## config.mk

```make
export PLATFORM = sky130hd
export DESIGN_NAME = scanline_counter
export DESIGN_NICKNAME = d
export VERILOG_FILES = /design/src/rtl/scanline_pkg.sv /design/src/rtl/scanline_ctrl.sv /design/src/rtl/scanline_dp.sv /design/src/rtl/scanline_counter.sv
export SDC_FILE = /design/constraint.sdc
export NUM_CORES = 1
export LEC_CHECK = 0
export BUFFER_PORTS_ARGS = -buffer_cell sky130_fd_sc_hd__buf_2
export CORE_UTILIZATION = 40
export DETAILED_ROUTE_END_ITERATION = 10
export PLACE_DENSITY_LB_ADDON = 0.25
export SLEW_MARGIN = 15
export SYNTH_ARGS = -nofsm -noshare
export SYNTH_HDL_FRONTEND = slang
export SYNTH_SLANG_ARGS = --single-unit
```

## constraint.sdc

```tcl
create_clock -name clk -period 8.3 [get_ports clk]
set_clock_uncertainty 0.15 [all_clocks]
set_input_delay 1.66 -clock clk [delete_from_list [all_inputs] [get_ports clk]]
set_output_delay 1.66 -clock clk [all_outputs]
set_load 0.02 [all_outputs]
```

## src/rtl/scanline_pkg.sv

```systemverilog
package scanline_pkg;
  // Strobes from the control module to the datapath
  typedef struct packed {
    logic advance;  // rising hsync seen this cycle
    logic load;     // capture the correction offset
  } lineCtl_t;
endpackage

```

## src/rtl/scanline_ctrl.sv

```systemverilog
module scanline_ctrl
  import scanline_pkg::*;
(
  input  logic     clk,
  input  logic     rst_n,
  input  logic     hsyncIn,
  input  logic     modeSet,
  output lineCtl_t ctl
);
  logic hsyncQ;

  always_ff @(posedge clk) begin
    if (!rst_n) hsyncQ <= 1'b0;
    else        hsyncQ <= hsyncIn;
  end

  always_comb begin
    ctl.advance = hsyncIn & ~hsyncQ;
    ctl.load    = modeSet;
  end


  single_advance_chk: assert property (@(posedge clk) disable iff (!rst_n)
    ctl.advance |=> !ctl.advance);
endmodule

```

## src/rtl/scanline_dp.sv

```systemverilog
module scanline_dp
  import scanline_pkg::*;
#(
  parameter int LINE_W = 12
) (
  input  logic              clk,
  input  logic              rst_n,
  input  lineCtl_t          ctl,
  input  logic [LINE_W-1:0] vTotal,
  input  logic              interlaced,
  input  logic              legacyMode,
  input  logic              outIsHdmi,
  output logic [LINE_W-1:0] rawLine,
  output logic [LINE_W-1:0] lineOut
);
  localparam int SUM_W = LINE_W + 1;
  localparam logic [LINE_W-1:0] OFF_DP   = LINE_W'(1);
  localparam logic [LINE_W-1:0] OFF_HDMI = LINE_W'(2);

  logic [LINE_W-1:0] vtEff, offset, offNext;
  logic [SUM_W-1:0]  rawInc, corrSum, corrWrap, vtWide;

  always_comb begin
    vtEff    = interlaced ? (vTotal >> 1) : vTotal;
    vtWide   = {1'b0, vtEff};
    rawInc   = {1'b0, rawLine} + SUM_W'(1);
    corrSum  = {1'b0, rawLine} + {1'b0, offset};
    // raw < vtEff and offset < vtEff, so one subtract is a full modulo
    corrWrap = (corrSum >= vtWide) ? (corrSum - vtWide) : corrSum;
    if (legacyMode)     offNext = vtEff - LINE_W'(1);
    else if (outIsHdmi) offNext = OFF_HDMI;
    else                offNext = OFF_DP;
  end

  always_ff @(posedge clk) begin
    if (!rst_n) begin
      rawLine <= '0;
      offset  <= OFF_DP;
      lineOut <= '0;
    end else begin
      if (ctl.advance)
        rawLine <= (rawInc >= vtWide) ? '0 : rawInc[LINE_W-1:0];
      if (ctl.load)
        offset <= offNext;
      lineOut <= corrWrap[LINE_W-1:0];
    end
  end


  raw_hold_chk: assert property (@(posedge clk) disable iff (!rst_n)
    !ctl.advance |=> $stable(rawLine));

  raw_step_chk: assert property (@(posedge clk) disable iff (!rst_n)
    (ctl.advance && rawInc < vtWide) |=> rawLine == $past(rawLine) + LINE_W'(1));

  raw_wrap_chk: assert property (@(posedge clk) disable iff (!rst_n)
    (ctl.advance && rawInc >= vtWide) |=> rawLine == '0);

  offset_hold_chk: assert property (@(posedge clk) disable iff (!rst_n)
    !ctl.load |=> $stable(offset));
endmodule

```

## src/rtl/scanline_counter.sv

```systemverilog
module scanline_counter
  import scanline_pkg::*;
#(
  parameter int LINE_W = 12
) (
  input  logic              clk,
  input  logic              rst_n,
  input  logic              hsyncIn,
  input  logic [LINE_W-1:0] vTotal,
  input  logic              interlaced,
  input  logic              legacyMode,
  input  logic              outIsHdmi,
  input  logic              modeSet,
  output logic [LINE_W-1:0] rawLine,
  output logic [LINE_W-1:0] lineOut
);
  lineCtl_t ctl;

  scanline_ctrl u_ctrl (
    .clk     (clk),
    .rst_n   (rst_n),
    .hsyncIn (hsyncIn),
    .modeSet (modeSet),
    .ctl     (ctl)
  );

  scanline_dp #(.LINE_W(LINE_W)) u_dp (
    .clk        (clk),
    .rst_n      (rst_n),
    .ctl        (ctl),
    .vTotal     (vTotal),
    .interlaced (interlaced),
    .legacyMode (legacyMode),
    .outIsHdmi  (outIsHdmi),
    .rawLine    (rawLine),
    .lineOut    (lineOut)
  );
endmodule

```

==> results of run 1 <==
-- metrics by stage --
| step | hold slack [ps] | cells |
|---|---|---|
| 6_report | 324 | 544 |
| 5_1_grt | 349 | 544 |
| 4_1_cts | 327 | 544 |
| 3_5_place_dp | 314 | 536 |
| 3_3_place_gp | 310 | 536 |
| 2_1_floorplan | 299 | 408 |
-- cells in the final DEF, fill, tap and decap left out, drive strengths merged, types with 4 or more instances in the layout --
cell type   n
and2        4
a21oi      41
buf        42
nand2b     16
and3        4
mux2i      13
a21o       10
a211oi      8
clkbuf      6
inv        13
nand3      31
nand2      25
nor3        9
nand4       5
dfxtp      37
o211ai     10
ha         38
xor2       13
a21boi      4
a32o        7
nor2       22
or2         7
o21ai      16
xnor2      15
o21a        8
-- where the power goes --
| part | internal [mW] | switching (mW) |
|---|---|---|
| clock network | 0.0978 | 0.0724 |
| registers | 0.185 | 0.00461 |
| logic | 0.0533 | 0.0812 |
| total | 0.336 | 0.158 |
-- worst register-to-register path, cell delays in order, from the launching register on --
cell	delay [ps]
dfxtp_1	410
ha_1	280
fa_1	430
a211o_1	320
a211oi_2	280
o21bai_1	130
a21oi_1	180
xnor2_1	180
ha_1	310
a21oi_1	210
nand2_1	120
or2_1	240
o211ai_1	630
nand2_1	200
a211oi_1	270
-- final cells by class --
| type | count | area, um^2 |
|---|---|---|
| Clock buffer | 6 | 82.6 |
| Clock inverter | 2 | 37.5 |
| Fill cell | 781 | 4170 |
| Inverter | 13 | 48.8 |
| Multi-Input combinational cell | 342 | 2470 |
| Sequential cell | 37 | 741 |
| Tap cell | 102 | 128 |
| Timing Repair Buffer | 42 | 210 |
-- flip-flops by register name, indices dropped and copies added, names as in the netlist --
name and flops:
u_dp.offset 12, u_dp.lineOut 12, u_dp.rawLine 12, u_ctrl.hsyncQ 1
-- how the worst min path moves through the flow --
stage / depth (start not counted) / to / slack (ps)
after CTS: 2 / u_dp.offset[7] / 330
final: 2 / u_dp.offset[4] / 320
after global placement: 2 / u_dp.offset[4] / 310
after floorplan: 2 / u_dp.offset[11] / 300
after global routing: 2 / u_dp.offset[2] / 350
after detailed placement: 2 / u_dp.offset[4] / 310
-- cell families after synthesis --
logic type,Yosys count,share of synthesized area [%]
xor+xnor,28,7.37
simple gates,133,20.3
compound gates,128,26.9
buf+inv,29,3.72
mux,13,3.91
fa+ha+maj,40,15.5
flops,37,22.3
-- metal layers --
layer / share of wire (%) / global-route usage [%]
met1: 49 / 26.8
met5: 0 / 0
met4: 2.6 / 8.59
met2: 45 / 33.1
met3: 3.7 / 2.85
==> out/metrics.yaml, run 1 <==
p_total_uw: 494
worst-r2r-setup-slack_ps: 3860
finalCritPeriodShare_pct: 56.2
grt_pass1_vias: 2964
antenna_found_initial: 0
synthMostInstantiatedCell: "a21oi_1"
synthToLayoutAreaGrowth_pct: 11.7
yosysWarningCount: 0
rows: 32
first_pass_iters: 4
cp-start-kind: "input port"
critPathSlowestCell: "o211ai_1"
cts_tree: "done"
fin_tns_setup_ps: 0
ir_drop_v: 0.0000640
syn-num-nets: 467
synthTopCellsByCount: "a21oi_1, ha_1, dfxtp_1"
worstReg2RegEnd: "u_dp.lineOut[2]"
r2r_start: "u_dp.rawLine[0]"
postCtsSetupBuffers: 0
status: "completed"
io_pins: 43
maxCapViolCount: 0
clock_latency_ps: 300
async_flop_share_pct: 0
rsz0062_at_grt: "no"
cts_root_buf: "clkbuf_8"
netlist.area_leader.share_pct: 22.3
numCtsBuffers: 5
syn_avg_cell_area_um2: 8.15
synthTopCellsByArea: "dfxtp_1, ha_1, a21oi_1"
pre_cts_ws_ps: 3340
nets: 500
track_usage_pct: 20.3
path_cells: "buf_2, nand2b_1, a21boi_0, ha_1, nand3_1, nor4_1, or2_1, o211ai_1, nand2_1, a211oi_1"
viasPerCell: 5.69
cp-endpoint: "u_dp.lineOut[2]"
grt-ovfl-total: 0
worstMarginPinSlew_ps: 988
setup_violations: 0
drv_slew: 0
final_area_um2: 3720
synth_seq_area_share_pct: 22.3
crit_path_end_kind: "flop"
hpwl_mm: 6.67
synth_top_cell_by_area: "dfxtp_1"
grt_pass1_wl_mm: 13.9
period_minus_slack_ps: 4660
clkTransAtPathRegs_ps: 80
drive_above_1_share_pct: 14.3
fin_util_pct: 47.1
grt_max_degree: 25
ys_types: 54
die_w_um: 93.2
synth-edff-count: 0
power_density_nw_per_um2: 133
htreeDepth: 2
fp.dieH_um: 93.2
leakage_nw: 1.75
cp.depth: 10
post_cts_resized: 0
gp_congestion: 0.890
required_ps: 8350
synthCells: 408
fmax_mhz: 215
hp-start: "u_dp.offset[4]"
drt-total-wl_mm: 8.30
path_buf_inv: 1
placed_area_um2: 3590
placement.io_buffers: 42
core_region_area_um2: 7890
final_critical_path_setup_slack_ps: 3640
initial_core_util_pct: 42.2
slew_headroom_pct: 34.1
crit_start: "interlaced"
wl_per_cell_um: 15.3
drc: 0
hold_buffers: 0
ys_ff_latch: 37
hold_violations: 0
antenna_cells: 0
syn_area_um2: 3330
vias: 3097
ant_nets: 0
cpPeakStageDelay_ps: 630
cp_max_fo: 22
worst-setup-path-type: "input port to flop"
arrival_ps: 4710
crit_family: "compound AO/OA/AOI/OAI gates"
synth-main-ff-cell: "dfxtp_1"
clock-sinks: 37
ff2ff_path_depth: 14
drtIter0Drc: 116
ctsLongestPathBuffers: 2
hp-class: "flop to flop"
dieArea_um2: 8680
(Power assumes the default switching activity.)
==> run 2: changes to the inputs <==
Settings changed: ABC_AREA from default to 1.
Clock period 8.3 ns to 4.1 ns, I/O delays scaled along.
==> run 2 against run 1 <==
Sequential power grew 100%. Sequential cell count is the same. Area after synthesis grew 7.6%. Synthesized cell count grew 36%. Combinational power grew 120%. Sequential share of layout area shrank 1.4 points. Global-route usage grew 1.4 points. Design area grew 7.6%. Core utilization shrank 1.0 points. Via count grew 18%. Critical endpoint is now u_dp.lineOut[5]. Largest power group is now clock.
==> out/metrics.yaml, run 2 <==
numCtsBuffers: 5  # unchanged
first_pass_iters: 4  # unchanged
top_regs: "u_dp.lineOut (12), u_dp.offset (12), u_dp.rawLine (12)"
grt_pass1_vias: 3337  # +13%
setup_violations: 0  # unchanged
clock-sinks: 37  # unchanged
dieArea_um2: 9330  # +7.5%
drv_slew: 0  # unchanged
synth-main-ff-cell: "dfxtp_1"
switchingPower_uw: 364  # +130%
ctsLongestPathBuffers: 2  # unchanged
placed_area_um2: 3860  # +7.6%
hold_ws_ps: 327  # +2.96 ps
cts_root_buf: "clkbuf_8"
hold_violations: 0  # unchanged
wl_per_cell_um: 14.2  # -7.3%
fin_tns_setup_ps: 0  # unchanged
ys_ff_latch: 37  # unchanged
fmax_mhz: 286
hold_buffers: 0  # unchanged
vias: 3660  # +18%
worst-setup-path-type: "flop to flop"
finalCritPeriodShare_pct: 85.3
final_critical_path_setup_slack_ps: 601  # -3040 ps
grt_pass1_wl_mm: 16.3  # +18%
drc: 0  # unchanged
internal-power_uw: 722  # +120%
cp-start-kind: "flop"
comb_power_share_pct: 27.2  # about the same
arrival_ps: 3550  # -1160 ps
required_ps: 4150  # -4200 ps
maxCapViolCount: 0  # unchanged
slew_headroom_pct: 48.7  # +15 points
ant_nets: 0  # unchanged
hpwl_mm: 7.98  # +20%
final_cell_mix: "nand2_1, inv_1, nor2_1"
grt_max_degree: 24  # -4.0%
htreeDepth: 2  # unchanged
clock_latency_ps: 300  # about the same
antenna_cells: 0  # unchanged
clkTransAtPathRegs_ps: 90  # about the same
syn_area_um2: 3580  # +7.6%
synth-xor-area-share_pct: 6.36  # -1.0 points
power_density_nw_per_um2: 272  # +100%
drtIter0Drc: 145  # +25%
dp_cells: 697  # +30%
hp-class: "flop to flop"
syn_avg_cell_area_um2: 6.44  # -21%
synth_compound_area_share_pct: 13.5  # -13 points
ys_types: 39  # -28%
min_path_cells: 2  # unchanged
synthToLayoutAreaGrowth_pct: 11.7  # about the same
antenna_found_initial: 0  # unchanged
drive_above_1_share_pct: 14.1  # -0.18 points
syn-num-nets: 615  # +32%
ir_drop_v: 0.000125  # +95%
synthMostInstantiatedCell: "nand2_1"
synthTopCellsByArea: "dfxtp_1, nand2_1, ha_1"
synthAdderAreaFrac_pct: 14.4  # -1.1 points
async_flop_share_pct: 0  # unchanged
core_region_area_um2: 8680  # +10%
nets: 655  # +31%
synthCells: 556  # +36%
p_seq_share_pct: 35.5  # -2.8 points
leakage_nw: 2.09  # +20%
crit_path_end_kind: "flop"
track_usage_pct: 21.7  # +1.4 points
yosysWarningCount: 0  # unchanged
p_clk_share_pct: 37.3  # +2.9 points
rsz0062_at_grt: "no"
cts_tree: "done"
initial_core_util_pct: 41.2  # -0.92 points
worstMarginPinSlew_ps: 769  # -219 ps
rows: 34  # +6.3%
fin_cells: 705  # +30%
synthMuxAreaShare_pct: 0  # -3.9 points
synth-simple-area-share_pct: 35.3  # +15 points
cp_max_fo: 14  # -36%
synth_top_cell_by_area: "dfxtp_1"
postCtsSetupBuffers: 0  # unchanged
synthTopCellsByCount: "nand2_1, inv_1, nor2_1"
die_w_um: 96.6  # +3.7%
drt-total-wl_mm: 9.98  # +20%
pre_cts_ws_ps: 602  # -2740 ps
synth_top_family_by_area: "simple AND/OR/NAND/NOR gates"
period_minus_slack_ps: 3500
netlist.area_leader.share_pct: 20.7  # -1.6 points
synth_seq_area_share_pct: 20.7  # -1.6 points
gp_congestion: 0.891  # +0.12%
io_pins: 43  # unchanged
grt-ovfl-total: 0  # unchanged
synth-edff-count: 0  # unchanged
status: "completed"
ff2ff_path_depth: 17  # +3
post_cts_resized: 0  # unchanged
viasPerCell: 5.19  # -8.8%
fp.dieH_um: 96.6  # +3.7%
switching_share_pct: 33.5  # +1.5 points
placement.io_buffers: 42  # unchanged
final_area_um2: 4000  # +7.6%
layout_commonest_cell: "nand2_1"
run 2: changes by cell type in the layout (fill, tap and decap cells not counted), moves of 13 or more:
| cell | previous run | this run |
|---|---|---|
| nand2b_1 | 16 | 0 |
| nand2_1 | 25 | 147 |
| inv_1 | 13 | 62 |
| mux2i_1 | 13 | 0 |
| nor2_1 | 22 | 59 |
| nand4_1 | 5 | 19 |
run 2: path summary, 6_finish.rpt:
check             startpoint              end  slack [ps]
min reg2reg   u_dp.offset[4]   u_dp.offset[4]         330
min           u_dp.offset[4]   u_dp.offset[4]         330
max          u_dp.rawLine[0]  u_dp.lineOut[5]         600
max reg2reg  u_dp.rawLine[0]  u_dp.lineOut[5]         600
run 2: cells by family after synthesis:
group | count (synthesis)
adders and majority gates | 40
xor gates and xnor gates | 26
DFF | 37
AOI/OAI and AO/OA | 84
buffers and inverters | 80
and+or+nand+nor | 289
run 2: cell type report:
type | count | area (um^2)
Fill cell | 920 | 4680
Multi-Input combinational cell | 439 | 2490
Sequential cell | 37 | 741
Inverter | 67 | 254
Timing Repair Buffer | 46 | 240
Tap cell | 108 | 135
Clock buffer | 5 | 68.8
Clock inverter | 3 | 68.8
run 2: metal layers:
metal	wire, um	vias to the layer above	GRT usage [%]	share of wire [%]
met3	401	13	3.32	4.0
met5	0	-	0	0
met4	184	0	6.54	1.8
li1	-	1895	-	-
met2	4930	99	37.7	49
met1	4460	1653	27.5	45
run 2: critical path, cell delays in order (launching register included):
cell and delay [ps]:
dfxtp_1 370, ha_1 280, fa_1 460, nand3_1 100, nand2_1 100, a21oi_1 180, xor2_1 210, ha_1 300
inv_1 120, o21bai_1 80, nor2_1 140, nand3_2 120, nand2_2 90, nand2_2 50, nand2_2 160, nand2_2 210
nor2_1 190, nor2_1 70
run 2: power by group through the flow:
stage / Sequential (mW) / Combinational (mW) / Clock [mW]
final: 0.386 / 0.295 / 0.405
after detailed placement: 0.394 / 0.292 / 0
after CTS: 0.386 / 0.293 / 0.412
after global routing: 0.387 / 0.329 / 0.426
after global placement: 0.394 / 0.292 / 0
after floorplan: 0.406 / 0.202 / 0
run 2: metrics by stage:
| stage | total power [mW] | util (%) |
|---|---|---|
| after floorplan | 0.608 | - |
| after global placement | 0.686 | 44.5 |
| after detailed placement | 0.686 | 44.5 |
| after CTS | 1.09 | 46.1 |
| after global routing | 1.14 | 46.1 |
| final | 1.09 | 46.1 |
